[src/rtl/dtg_pkg.sv]
package dtg_pkg;

  // Raster sequencer phase
  typedef enum logic [1:0] {
    PH_SETUP = 2'd0,
    PH_RUN   = 2'd1,
    PH_PAUSE = 2'd2
  } dtg_phase_e;

endpackage

[src/rtl/dtg_rst_sync.sv]
module dtg_rst_sync #(
  parameter int STAGES = 2
) (
  input  logic clk,
  input  logic arst_n,
  output logic srst_n
);

  logic [STAGES-1:0] chain_q;
  logic [STAGES-1:0] chain_d;

  always_comb begin
    chain_d = {chain_q[STAGES-2:0], 1'b1};
  end

  always_ff @(posedge clk or negedge arst_n) begin
    if (!arst_n) chain_q <= '0;
    else         chain_q <= chain_d;
  end

  assign srst_n = chain_q[STAGES-1];

endmodule

[src/rtl/dtg_axis.sv]
module dtg_axis #(
  parameter int SYNC_W  = 8,
  parameter int PORCH_W = 12,
  parameter int ACT_W   = 16
) (
  input  logic               clk,
  input  logic               rst_n,
  input  logic               load_i,
  input  logic [SYNC_W-1:0]  sync_i,
  input  logic [PORCH_W-1:0] bp_i,
  input  logic [ACT_W-1:0]   act_i,
  input  logic [PORCH_W-1:0] fp_i,
  input  logic               step_i,
  input  logic               hold_i,
  output logic               origin_o,
  output logic               last_o,
  output logic               sync_o,
  output logic               act_o,
  output logic               act_first_o,
  output logic               act_last_o
);

  localparam int CNT_W = ACT_W + 2;
  localparam logic [CNT_W-1:0] ONE = CNT_W'(1);

  logic [SYNC_W-1:0]  sync_q, sync_d;
  logic [PORCH_W-1:0] bp_q,   bp_d;
  logic [ACT_W-1:0]   act_q,  act_d;
  logic [PORCH_W-1:0] fp_q,   fp_d;
  logic [CNT_W-1:0]   cnt_q,  cnt_d;

  logic [CNT_W-1:0] edge_bp, edge_act, edge_fp, total;

  // Region boundaries from the shadow copy
  always_comb begin
    edge_bp  = CNT_W'(sync_q);
    edge_act = edge_bp + CNT_W'(bp_q);
    edge_fp  = edge_act + CNT_W'(act_q);
    total    = edge_fp + CNT_W'(fp_q);
  end

  always_comb begin
    last_o      = (total <= ONE) || (cnt_q == total - ONE);
    origin_o    = (cnt_q == '0);
    sync_o      = (cnt_q < edge_bp);
    act_o       = (cnt_q >= edge_act) && (cnt_q < edge_fp);
    act_first_o = (act_q != '0) && (cnt_q == edge_act);
    act_last_o  = (act_q != '0) && (cnt_q == edge_fp - ONE);
  end

  // Next state: shadow copy and position counter
  always_comb begin
    sync_d = sync_q;
    bp_d   = bp_q;
    act_d  = act_q;
    fp_d   = fp_q;
    if (load_i) begin
      sync_d = sync_i;
      bp_d   = bp_i;
      act_d  = act_i;
      fp_d   = fp_i;
    end
    cnt_d = cnt_q;
    if (hold_i)      cnt_d = '0;
    else if (step_i) cnt_d = last_o ? '0 : cnt_q + ONE;
  end

  always_ff @(posedge clk or negedge rst_n) begin
    if (!rst_n) begin
      sync_q <= '0;
      bp_q   <= '0;
      act_q  <= '0;
      fp_q   <= '0;
      cnt_q  <= '0;
    end else begin
      sync_q <= sync_d;
      bp_q   <= bp_d;
      act_q  <= act_d;
      fp_q   <= fp_d;
      cnt_q  <= cnt_d;
    end
  end

  // position never leaves the programmed period
  assert_cnt_bound_R2: assert property (@(posedge clk) disable iff (!rst_n)
    (total != '0) |-> (cnt_q < total));

  // a step on the final position returns to the origin
  assert_wrap_origin_R3: assert property (@(posedge clk) disable iff (!rst_n)
    (step_i && !hold_i && last_o) |=> origin_o);

endmodule

[src/rtl/dtg_te_sel.sv]
module dtg_te_sel #(
  parameter int STAGES = 2
) (
  input  logic clk,
  input  logic rst_n,
  input  logic en_i,
  input  logic pad_sel_i,
  input  logic pad_i,
  input  logic core_i,
  output logic pulse_o
);

  logic              src;
  logic [STAGES-1:0] sync_q, sync_d;
  logic              prev_q, prev_d;

  always_comb begin
    src    = pad_sel_i ? pad_i : core_i;
    sync_d = {sync_q[STAGES-2:0], src};
    prev_d = sync_q[STAGES-1];
  end

  always_ff @(posedge clk or negedge rst_n) begin
    if (!rst_n) begin
      sync_q <= '0;
      prev_q <= 1'b0;
    end else begin
      sync_q <= sync_d;
      prev_q <= prev_d;
    end
  end

  assign pulse_o = en_i & sync_q[STAGES-1] & ~prev_q;

  // each event lasts exactly one cycle
  assert_te_single_R10: assert property (@(posedge clk) disable iff (!rst_n)
    pulse_o |=> !pulse_o);

  // no event while disabled
  assert_te_gated_R11: assert property (@(posedge clk) disable iff (!rst_n)
    !en_i |-> !pulse_o);

endmodule

[src/rtl/dtg_top.sv]
module dtg_top #(
  parameter int ACT_W       = 16,
  parameter int SYNC_W      = 8,
  parameter int PORCH_W     = 12,
  parameter int RST_STAGES  = 2,
  parameter int TE_STAGES   = 2
) (
  input  logic                          clk,
  input  logic                          rst_n,
  input  logic [2*ACT_W-1:0]            size_word,
  input  logic [SYNC_W+2*PORCH_W-1:0]   h_timing,
  input  logic [SYNC_W+2*PORCH_W-1:0]   v_timing,
  input  logic                          halt_en,
  input  logic                          halt_req,
  input  logic                          te_en,
  input  logic                          te_src_pad,
  input  logic                          te_pad,
  input  logic                          te_core,
  output logic                          hsync,
  output logic                          vsync,
  output logic                          de,
  output logic                          vsync_evt,
  output logic                          frame_start,
  output logic                          frame_end,
  output logic                          paused,
  output logic                          te_evt
);

  import dtg_pkg::*;

  localparam int BP_LSB = SYNC_W;
  localparam int FP_LSB = SYNC_W + PORCH_W;
  localparam int AXES   = 2;

  logic       srst_n;
  dtg_phase_e phase_q, phase_d;
  logic       load;
  logic       running;
  logic       halt_on;
  logic       frame_last;

  logic [AXES-1:0] ax_origin, ax_last, ax_sync, ax_act, ax_first, ax_lastact;
  logic [AXES-1:0] ax_step;
  logic [SYNC_W+2*PORCH_W-1:0] ax_word [AXES];
  logic [ACT_W-1:0]            ax_size [AXES];

  dtg_rst_sync #(.STAGES(RST_STAGES)) u_rst (
    .clk    (clk),
    .arst_n (rst_n),
    .srst_n (srst_n)
  );

  always_comb begin
    ax_word[0] = h_timing;
    ax_word[1] = v_timing;
    ax_size[0] = size_word[ACT_W-1:0];
    ax_size[1] = size_word[2*ACT_W-1:ACT_W];
  end

  // Index 0 is the horizontal axis, index 1 the vertical axis
  for (genvar a = 0; a < AXES; a++) begin : g_axis
    dtg_axis #(
      .SYNC_W  (SYNC_W),
      .PORCH_W (PORCH_W),
      .ACT_W   (ACT_W)
    ) u_axis (
      .clk         (clk),
      .rst_n       (srst_n),
      .load_i      (load),
      .sync_i      (ax_word[a][SYNC_W-1:0]),
      .bp_i        (ax_word[a][BP_LSB +: PORCH_W]),
      .act_i       (ax_size[a]),
      .fp_i        (ax_word[a][FP_LSB +: PORCH_W]),
      .step_i      (ax_step[a]),
      .hold_i      (!running),
      .origin_o    (ax_origin[a]),
      .last_o      (ax_last[a]),
      .sync_o      (ax_sync[a]),
      .act_o       (ax_act[a]),
      .act_first_o (ax_first[a]),
      .act_last_o  (ax_lastact[a])
    );
  end

  always_comb begin
    running    = (phase_q == PH_RUN);
    halt_on    = halt_en & halt_req;
    frame_last = ax_last[0] & ax_last[1];
    ax_step[0] = running;
    ax_step[1] = running & ax_last[0];
  end

  // Sequencer next state
  always_comb begin
    phase_d = phase_q;
    load    = 1'b0;
    unique case (phase_q)
      PH_SETUP: begin
        load    = 1'b1;
        phase_d = PH_RUN;
      end
      PH_RUN: begin
        if (frame_last) begin
          load = 1'b1;
          if (halt_on) phase_d = PH_PAUSE;
        end
      end
      PH_PAUSE: begin
        load = 1'b1;
        if (!halt_on) phase_d = PH_RUN;
      end
      default: phase_d = PH_SETUP;
    endcase
  end

  always_ff @(posedge clk or negedge srst_n) begin
    if (!srst_n) phase_q <= PH_SETUP;
    else         phase_q <= phase_d;
  end

  always_comb begin
    hsync       = running & ax_sync[0];
    vsync       = running & ax_sync[1];
    de          = running & ax_act[0] & ax_act[1];
    vsync_evt   = running & ax_origin[0] & ax_origin[1];
    frame_start = running & ax_first[0] & ax_first[1];
    frame_end   = running & ax_lastact[0] & ax_lastact[1];
    paused      = (phase_q == PH_PAUSE);
  end

  dtg_te_sel #(.STAGES(TE_STAGES)) u_te (
    .clk       (clk),
    .rst_n     (srst_n),
    .en_i      (te_en),
    .pad_sel_i (te_src_pad),
    .pad_i     (te_pad),
    .core_i    (te_core),
    .pulse_o   (te_evt)
  );

  // the visible region never overlaps a sync region
  assert_de_clear_of_sync_R4: assert property (@(posedge clk) disable iff (!srst_n)
    de |-> (!hsync && !vsync));

  // frame event does not repeat on the next cycle
  assert_evt_single_R5: assert property (@(posedge clk) disable iff (!srst_n)
    (vsync_evt && !frame_last) |=> !vsync_evt);

  // outputs quiet while paused
  assert_paused_quiet_R8: assert property (@(posedge clk) disable iff (!srst_n)
    paused |-> !(hsync || vsync || de || vsync_evt || frame_start || frame_end));

  // pause begins only right after a frame's final cycle
  assert_pause_at_end_R8: assert property (@(posedge clk) disable iff (!srst_n)
    $rose(paused) |-> $past(frame_last));

  // pause requires the enable
  assert_pause_needs_en_R9: assert property (@(posedge clk) disable iff (!srst_n)
    $rose(paused) |-> $past(halt_en && halt_req));

endmodule

[config.mk]
export PLATFORM = sky130hd
export DESIGN_NAME = dtg_top
export DESIGN_NICKNAME = d
export VERILOG_FILES = /design/src/rtl/dtg_pkg.sv /design/src/rtl/dtg_rst_sync.sv /design/src/rtl/dtg_axis.sv /design/src/rtl/dtg_te_sel.sv /design/src/rtl/dtg_top.sv
export SDC_FILE = /design/constraint.sdc
export NUM_CORES = 1
export LEC_CHECK = 0
export CORE_MARGIN = 10
export CORE_UTILIZATION = 35
export CTS_BUF_LIST = sky130_fd_sc_hd__clkbuf_8
export DETAILED_ROUTE_END_ITERATION = 8
export GPL_TIMING_DRIVEN = 1
export HOLD_SLACK_MARGIN = 0.03
export PLACE_DENSITY_LB_ADDON = 0.3
export SETUP_SLACK_MARGIN = 0.02
export SYNTH_ARGS = -nofsm -noshare
export SYNTH_HDL_FRONTEND = slang
export SYNTH_HIERARCHICAL = 1
export SYNTH_SLANG_ARGS = --single-unit
[constraint.sdc]
create_clock -name clk -period 7.2 [get_ports clk]
set_input_delay 0.72 -clock clk [delete_from_list [all_inputs] [get_ports clk]]
set_output_delay 0.72 -clock clk [all_outputs]
set_load 0.02 [all_outputs]
After elaboration in Yosys (flattened, before gate mapping). Cells that the tools add are included.

Magnitude comparators: 8. Eq/ne operators: 12. Bitwise gates (word level): 16. Add/sub/neg operators: 12. Mux-type cells: 12. Reduce and logical (&&, ||, !) cells: 15.

Operator list (count): == test 18 bit (6); two-way mux 18 bit (5); subtractor 18 x 1 -> 18 bit, second input constant (4); adder 18 x 1 -> 18 bit, second input constant (2); adder 18 x 12 -> 18 bit (2); adder 18 x 16 -> 18 bit (2); >= comparator 18 bit (2); less-or-equal comparator 18 x 1 -> 1 bit, second input constant (2); logical NOT 18 bit (2); less-than comparator 18 bit (2); less-than comparator 18 x 8 -> 1 bit (2); nonzero test 16 bit (2); adder 8 x 12 -> 13 bit (2); AND 1 bit (15); logical AND 1 bit (6); two-way mux 2 bit (3); != test 2 x 1 -> 1 bit, second input constant (3); case mux 2 bit (3 select lines) (1); AND reduction 3 bit (1); == test 2 x 1 -> 1 bit, second input constant (1); == test 2 bit, second input constant (1); logical NOT 2 bit (1); logical OR 1 bit (2); two-way mux 1 bit (2); 4 further kinds (4).

Register bits after elaboration: 139. Input port bits: 104.

Logic depth before layout (Yosys ltp). Gate-level depths: netlist (run 1).

Depth after elaboration: 9. Depth in mapped cells: 38. Mapped depth without buffers: 35.

Cells and area by module. Netlist (run 1), hierarchy kept.

Modules (own cells, without submodules): dtg_axis (g_axis[1].u_axis) (cells each 854, times used 1, seq. area each 1651.6 um^2, area an instance 7181.9 um^2); dtg_axis (g_axis[0].u_axis) (cells each 835, times used 1, seq. area each 1651.6 um^2, area an instance 7118.1 um^2); dtg_top (cells each 20, times used 1, seq. area each 50.0 um^2, area an instance 176.4 um^2); dtg_te_sel (cells each 5, times used 1, seq. area each 75.1 um^2, area an instance 98.8 um^2); dtg_rst_sync (cells each 3, times used 1, seq. area each 50.0 um^2, area an instance 53.8 um^2).

Least setup slack after synthesis (run 1). Ideal clock, no wire load.

Path kind: reg2reg. Start point: register g_axis[1].u_axis.sync_q[0]. End point: register g_axis[1].u_axis.sync_q[7]. Arrival time: 7.504 ns. Path buffers: 6. Cell stages (with the launch flop): 35. Setup slack: -0.438 ns. Cells stage by stage: dfrtp_1 > ha_1 > inv_1 > fa_1 > inv_1 > a21oi_1 > o21bai_1 > xor2_1 > ha_1 > buf_2 > a21o_1 > a31oi_1 > a21oi_1 > o21a_1 > or3_1 > and2_1 > clkbuf_1 > ha_1 > clkbuf_1 > or4_1 > o211ai_1 > nand4b_4 > or2_2 > or3_1 > mux2_2 > nand3_1 > or4_1 > nor3_1 > a41o_1 > nand2_1 > o21ai_1 > clkbuf_1 > buf_1 > clkbuf_1 > o21ai_0.

Cells in the longest elaborated chain, start to end: 9.

RTL lines: from (decl) (line dtg_axis.sv:26) `logic [SYNC_W-1:0] sync_q, sync_d;`; from (signal assigned) (line dtg_axis.sv:76) `sync_q <= sync_d;`; adder 8 x 12 -> 13 bit * (line dtg_axis.sv:37) `edge_act = edge_bp + CNT_W'(bp_q);`; adder 18 x 16 -> 18 bit * (line dtg_axis.sv:38) `edge_fp = edge_act + CNT_W'(act_q);`; adder 18 x 12 -> 18 bit * (line dtg_axis.sv:39) `total = edge_fp + CNT_W'(fp_q);`; subtractor 18 x 1 -> 18 bit (line dtg_axis.sv:43) `last_o = (total <= ONE) || (cnt_q == total - ONE);`; == test 18 bit (line dtg_axis.sv:43); logical OR 1 bit * (line dtg_axis.sv:43); net ax_last[1] (line dtg_top.sv:42) `logic [AXES-1:0] ax_origin, ax_last, ax_sync, ax_act, ax_first, ax_lastact;`; AND 1 bit * (line dtg_top.sv:88) `frame_last = ax_last[0] & ax_last[1];`; two-way mux 1 bit * (line dtg_top.sv:103) `if (frame_last) begin`; case mux 1 bit (2 select lines) * (line dtg_top.sv:97) `unique case (phase_q)`; net load (line dtg_top.sv:37) `logic load;`.

The timed path passes the listed nets; every way through them passes the cells marked *. A chain may end at the register's enable or synchronous reset.

Worst setup path in the final report (run 1).
Start point: register g_axis[1].u_axis.sync_q[0]. End point: register g_axis[1].u_axis.fp_q[9].

Cells in the longest elaborated chain, start to end: 9.

RTL lines: adder 8 x 12 -> 13 bit * (line dtg_axis.sv:37); adder 18 x 16 -> 18 bit * (line dtg_axis.sv:38); adder 18 x 12 -> 18 bit * (line dtg_axis.sv:39); subtractor 18 x 1 -> 18 bit (line dtg_axis.sv:43); == test 18 bit (line dtg_axis.sv:43); logical OR 1 bit * (line dtg_axis.sv:43); net ax_last[1] (line dtg_top.sv:42); AND 1 bit * (line dtg_top.sv:88); two-way mux 1 bit * (line dtg_top.sv:103); case mux 1 bit (2 select lines) * (line dtg_top.sv:97); net load (line dtg_top.sv:37); to (signal assigned) (line dtg_axis.sv:79) `fp_q <= fp_d;`; to (decl) (line dtg_axis.sv:29) `logic [PORCH_W-1:0] fp_q, fp_d;`.

Marked as above.

==> results.tsv, run 1 <==
metric	value	unit
status	complete, no violations	
deepest clock path buffer count	2	
area of the die	50400	µm²
Vias	14200	
post-synthesis mux area share	7.30	%
initial antenna violation count	1	
first drt pass iteration count	5	
xor/xnor share of the synthesized area	9.18	%
Post-Synth Simple-Gate Area	20.5	%
clock root cell	clkbuf_8	
maximum fanout along the worst path	5	
min Tclk post-route	7.11	ns
area leader, netlist	dfrtp_1	
Initial Util	35.6	%
DRT Wirelength	47.7	mm
share of layout cells above drive strength 1	26.8	%
top-area cell type share of the netlist area	23.8	%
FP Rows	74	
Final Util	48.0	%
Residual DRC	0	
Synth Flop Type	dfrtp_1	
global-route wire length before repair	72.7	mm
largest family of logic cells by synthesized area	simple AND/OR/NAND/NOR gates	
Yosys warning total	6	
max_cap viols	0	
Synth-to-Final Area Change	34.8	%
Die X	224	µm
synthesized area	14600	µm²
DR vias/cell	5.51	
fin crit share	98.7	%
Mean Syn Cell Area	8.52	µm²
Max IR drop VDD	123	µV
cts bufs inserted	17	
Post-synth top cells	ha_1, dfrtp_1, nand2_1	
CTS tree	yes	
area occupied by multi-input gates	11500	µm²
CTS H-tree lvls	4	
count leader, synth	ha_1	
Hold Buf Count CTS	0	
Finish-stage setup viols	0	
Initial DRC Count	1194	
Post-DRT Antenna Nets	0	
measured slew at the worst slew-check pin	0.979	ns
Hold Crit Class	in2async	
critical path type	reg2reg	
CP delay by family, top	compound AO/OA/AOI/OAI gates	
Worst path slowest cell	a2111oi_4	
placed wire-length estimate	36.3	mm
post-synthesis cell count	1717	
RSZ-0062 raised after global routing	true	
Post-Synth Adder-Cell Area	13.7	%
overflow left after global routing	0	
Mapped Nets	1977	
routed wire length per instance	18.6	µm
Post-synth EDFFs	0	
Synth cell types	103	
Power per Cell Area	78.6	nW/µm²
final hold vios	0	
WP buf/inv	5	
I/O Buffers	111	
gr usage total	17.8	%
static leakage	8.75	nW
ys async rst share	100	%
number of synthesized register bits	139	
Arrival @ worst endpoint	7.51	ns
CTS clk-pin slew, worst paths	0.09	ns
post-synthesis sequential area ratio	23.8	%
compound-cell area share of the yosys netlist	20.2	%
Top Ports	112	
RePlAce Congestion	0.894	
largest net degree at the start of global routing	72	
Core Box Area	41100	µm²
slew margin rel.	34.7	%
sequential cell area	3480	µm²
clock skew	0.0241	ns
nature of the critical path endpoint	flop	
vias in the first global route	13600	
FILL cells	3931	
Pins Over Slew Limit	0	
Die Ht	224	µm
synth top area cells	dfrtp_1, ha_1, mux2_2, xnor2_1, nand2_1	
worst hold margin	0.345	ns
CP peak stage delay	0.47	ns
worst-skew pair later-pin latency	0.53	ns
most used cell, CP	a21oi_2	
Layout Nets	2284	
Max Freq	141	MHz
Req. time, crit path	7.61	ns
Worst Setup Start Kind	flop	
CTS sink cnt	139	
[report_power, final]
part / internal [W] / switching [W]
logic: 0.0000509 / 0.0000194
clock network: 0.000321 / 0.000370
registers: 0.000782 / 0.00000776
[final cells by class]
type                       instances  area share (%)
antenna                            1          0.0127
timing repair buffer             360            16.1
sequential                       139            17.7
multi-input combinational       1380            58.3
inverter                         126            2.45
tap                              532            3.37
clock buffer                      17            1.19
clock inverter                    15           0.901
[state kept, by name, indices dropped and copies added (netlist names)]
register	flops
u_te/prev_q	1
g_axis.u_axis/bp_q	24
g_axis.u_axis/fp_q	24
g_axis.u_axis/act_q	32
g_axis.u_axis/cnt_q	36
phase_q	2
u_te/sync_q	2
u_rst/chain_q	2
g_axis.u_axis/sync_q	16
[cell families (layout without fill, tap and decap cells)]
family / Yosys count / count (layout)
other: 1 / 2
AND/OR/NAND/NOR: 557 / 557
flip-flops: 139 / 139
XOR/XNOR: 146 / 146
AO/OA/AOI/OAI: 424 / 424
adder cells (fa/ha/maj): 156 / 156
multiplexers: 96 / 96
buffers and inverters: 198 / 518
[worst paths after layout]
check                                           startpoint                   endpoint  slack (ns)  depth (start not counted)
worst max-delay path            g_axis[1].u_axis/sync_q[0]   g_axis[1].u_axis/fp_q[9]        0.09                         34
worst max register to register  g_axis[1].u_axis/sync_q[0]   g_axis[1].u_axis/fp_q[9]        0.09                         34
min in group clk                            u_te/sync_q[0]             u_te/sync_q[1]        0.36                          0
max in group asynchronous                 u_rst/chain_q[1]  g_axis[1].u_axis/fp_q[11]        5.22                          1
worst min-delay path                                 rst_n           u_rst/chain_q[1]        0.35                          1
worst min register to register              u_te/sync_q[0]             u_te/sync_q[1]        0.36                          0
[layer usage]
layer	GRT usage, %	vias up	part of all wire (%)
met5	0	-	0
met4	3.82	0	1.0
met3	3.50	31	4.6
met2	27.4	336	45
met1	25.3	6860	49
li1	-	6929	-
[cells in the final DEF (no fill, tap or decap), types with 19 or more instances in the layout]
| cell | count |
|---|---|
| xnor2_1 | 82 |
| nand4_1 | 33 |
| ha_1 | 132 |
| mux2_4 | 50 |
| nand3_1 | 73 |
| and3_1 | 32 |
| a21o_1 | 29 |
| dfrtp_1 | 138 |
| clkdlybuf4s50_1 | 109 |
| nand2_1 | 118 |
| nor4_1 | 23 |
| nor2_1 | 64 |
| xor2_1 | 42 |
| inv_1 | 116 |
| buf_4 | 226 |
| nand2b_1 | 19 |
| a31oi_1 | 19 |
| o21a_1 | 37 |
| o21ai_0 | 74 |
| mux2_2 | 32 |
| nor3_1 | 43 |
| a21oi_1 | 54 |
[repair_timing]
item | CTS | global route
gates resized for setup | 53 | 209
endpoints found under the setup margin | 118 | 131
pin swaps | 22 | 77
buffers inserted | 15 | 39
gates cloned | 1 | 7
[stage by stage]
step                power (W)  TNS, ns  instances  setup slack (ns)  cell area (µm²)
floorplan            0.000810        0       1717            0.0255            14700
global placement     0.000875   -61.00       2476            -0.675            17600
detailed placement   0.000876   -61.02       2476            -0.680            17600
CTS                   0.00158    -1.31       2524           -0.0831            18400
global route          0.00161   -17.70       2570            -0.256            19700
finish                0.00155        0       2570            0.0919            19700
Note: power is estimated with default switching activity, not from simulation.
==> run 2, diff against run 1 <==
--- a/config.mk
+++ b/config.mk
@@ -6,12 +6,12 @@
 export NUM_CORES = 1
 export LEC_CHECK = 0
 export CORE_MARGIN = 10
-export CORE_UTILIZATION = 35
+export CORE_UTILIZATION = 45
 export CTS_BUF_LIST = sky130_fd_sc_hd__clkbuf_8
 export DETAILED_ROUTE_END_ITERATION = 8
 export GPL_TIMING_DRIVEN = 1
 export HOLD_SLACK_MARGIN = 0.03
-export PLACE_DENSITY_LB_ADDON = 0.3
+export PLACE_DENSITY_LB_ADDON = 0.2
 export SETUP_SLACK_MARGIN = 0.02
 export SYNTH_ARGS = -nofsm -noshare
 export SYNTH_HDL_FRONTEND = slang
==> run 2 against run 1 <==
Effect of this change:
- worst hold slack lost 0.026 ns
- worst setup slack improved by 0.024 ns
- sequential share of layout area rose by 0.25 points
- utilization up 13 points
- critical endpoint is now g_axis[0].u_axis/sync_q[6]
- largest power group unchanged
==> results.tsv, run 2 (synthesis gave the netlist of run 1 again) <==
metric	value	unit
TNS Setup	0	ns
Worst path slowest cell	a2111oi_4	
Max IR drop VDD	127	µV
global-route wire length before repair	71.1	mm
clock skew	0.0193	ns
max_cap viols	0	
finished layout cell area	19400	µm²
nature of the critical path endpoint	flop	
max reg flops	36	
Die X	200	µm
measured slew at the worst slew-check pin	1.19	ns
final hold vios	0	
Synth-to-Final Area Change	32.9	%
register name with the most flops	g_axis.u_axis/cnt_q	
CTS sink cnt	139	
slew margin rel.	20.7	%
pre-CTS setup slack	-0.159	ns
setup ws final	0.116	ns
Vias	14500	
CTS clk-pin slew, worst paths	0.08	ns
overflow left after global routing	0	
DRT Wirelength	48.0	mm
critical path type	reg2reg	
Pins Over Slew Limit	0	
worst flop-to-flop path startpoint	g_axis[1].u_axis/sync_q[0]	
FP Rows	65	
commonest non-fill, non-tap cell in the layout	buf_4	
DR vias/cell	5.92	
worst-skew pair later-pin latency	0.50	ns
fin crit share	98.4	%
deepest clock path buffer count	2	
maximum fanout along the worst path	6	
share of layout cells above drive strength 1	25.0	%
largest net degree at the start of global routing	52	
static leakage	8.66	nW
clock root cell	clkbuf_8	
fin cells	2451	
CTS H-tree lvls	4	
Core Box Area	31800	µm²
Die Ht	200	µm
CP peak stage delay	0.45	ns
Post-DRT Antenna Nets	0	
DP Area	17100	µm²
Final Util	61.1	%
area of the die	40100	µm²
Top Registers	g_axis.u_axis/cnt_q (36), g_axis.u_axis/act_q (32)	
cts bufs inserted	17	
Worst Setup Start Kind	flop	
Hold Crit Class	reg2async	
status	complete, no violations	
Max Freq	141	MHz
RSZ-0062 raised after global routing	true	
first drt pass iteration count	5	
RePlAce Congestion	0.922	
Finish-stage setup viols	0	
commonest cells after routing, fill and taps aside	buf_4, dfrtp_1, ha_1	
Arrival @ worst endpoint	7.47	ns
Top Ports	112	
crit path from	g_axis[1].u_axis/sync_q[0]	
Residual DRC	0	
Layout Nets	2263	
routed wire length per instance	19.6	µm
vias in the first global route	13500	
Power per Cell Area	78.2	nW/µm²
Hold Buf Count CTS	0	
Initial DRC Count	1401	
Initial Util	46.0	%
CTS tree	yes	
placed wire-length estimate	34.6	mm
min Tclk post-route	7.08	ns
gr usage total	21.3	%
Placed Cells	2331	
Req. time, crit path	7.58	ns
initial antenna violation count	0	
# diodes	0	
I/O Buffers	111	
[run 2: changes by cell type in the layout (fill, tap and decap cells not counted), sizes merged]
cell / delta
buf: -28
bufinv: -1
clkbuf: +8
clkinv: -2
clkinvlp: +2
diode: -1
[run 2: metal layers]
layer  GRT usage [%]  routed length, µm  up-vias
met3            4.34               3470       65
met2            31.8              21000      528
li1                -                  -     6882
met5               0                  0        -
met4            6.00                859        0
met1            30.4              22700     7033
[run 2: layout make-up]
cell class / count / area, µm²
tap: 435 / 544
fill: 2711 / 12400
sequential: 139 / 3480
multi-input combinational: 1380 / 11300
clock inverter: 14 / 139
clock buffer: 18 / 248
timing repair buffer: 339 / 3200
inverter: 126 / 479
[run 2: metrics by stage]
| step | hold WS [ns] | total power, W |
|---|---|---|
| floorplan | 0.331 | 0.000810 |
| global placement | 0.331 | 0.000874 |
| detailed placement | 0.337 | 0.000875 |
| CTS | 0.341 | 0.00154 |
| global route | 0.364 | 0.00157 |
| finish | 0.319 | 0.00152 |
[run 2: what timing repair did]
action,in CTS,in global routing
setup buffers,22,51
gates resized for setup,40,225
cloned,1,16
pin swaps,14,57
endpoints found under the setup margin,95,119
[run 2: worst max-delay path: cells and delay by family (launching register included)]
family | cells | cell delay [ns]
buffers and inverters | 9 | 1.03
and+or+nand+nor | 8 | 1.24
AOI/OAI and AO/OA | 16 | 3.00
adders and majority gates | 4 | 1.05
DFF | 1 | 0.37
xor gates and xnor gates | 2 | 0.28
[run 2: path summary, 6_finish.rpt]
kind                                              end  slack (ns)  cells after the start
setup / recovery           g_axis[0].u_axis/sync_q[6]        0.12                     39
hold / removal             g_axis[0].u_axis/act_q[12]        0.32                      0
setup reg to reg           g_axis[0].u_axis/sync_q[6]        0.12                     39
hold reg to reg            g_axis[0].u_axis/act_q[12]        0.32                      0
max in group asynchronous    g_axis[1].u_axis/fp_q[2]        5.78                      1
min in group clk                     u_rst/chain_q[1]        0.36                      0
[run 2: power by group]
group / internal, W / switching [W] / total, W
registers: 0.000782 / 0.00000492 / 0.000787
logic: 0.0000513 / 0.0000221 / 0.0000734
clock network: 0.000289 / 0.000371 / 0.000660
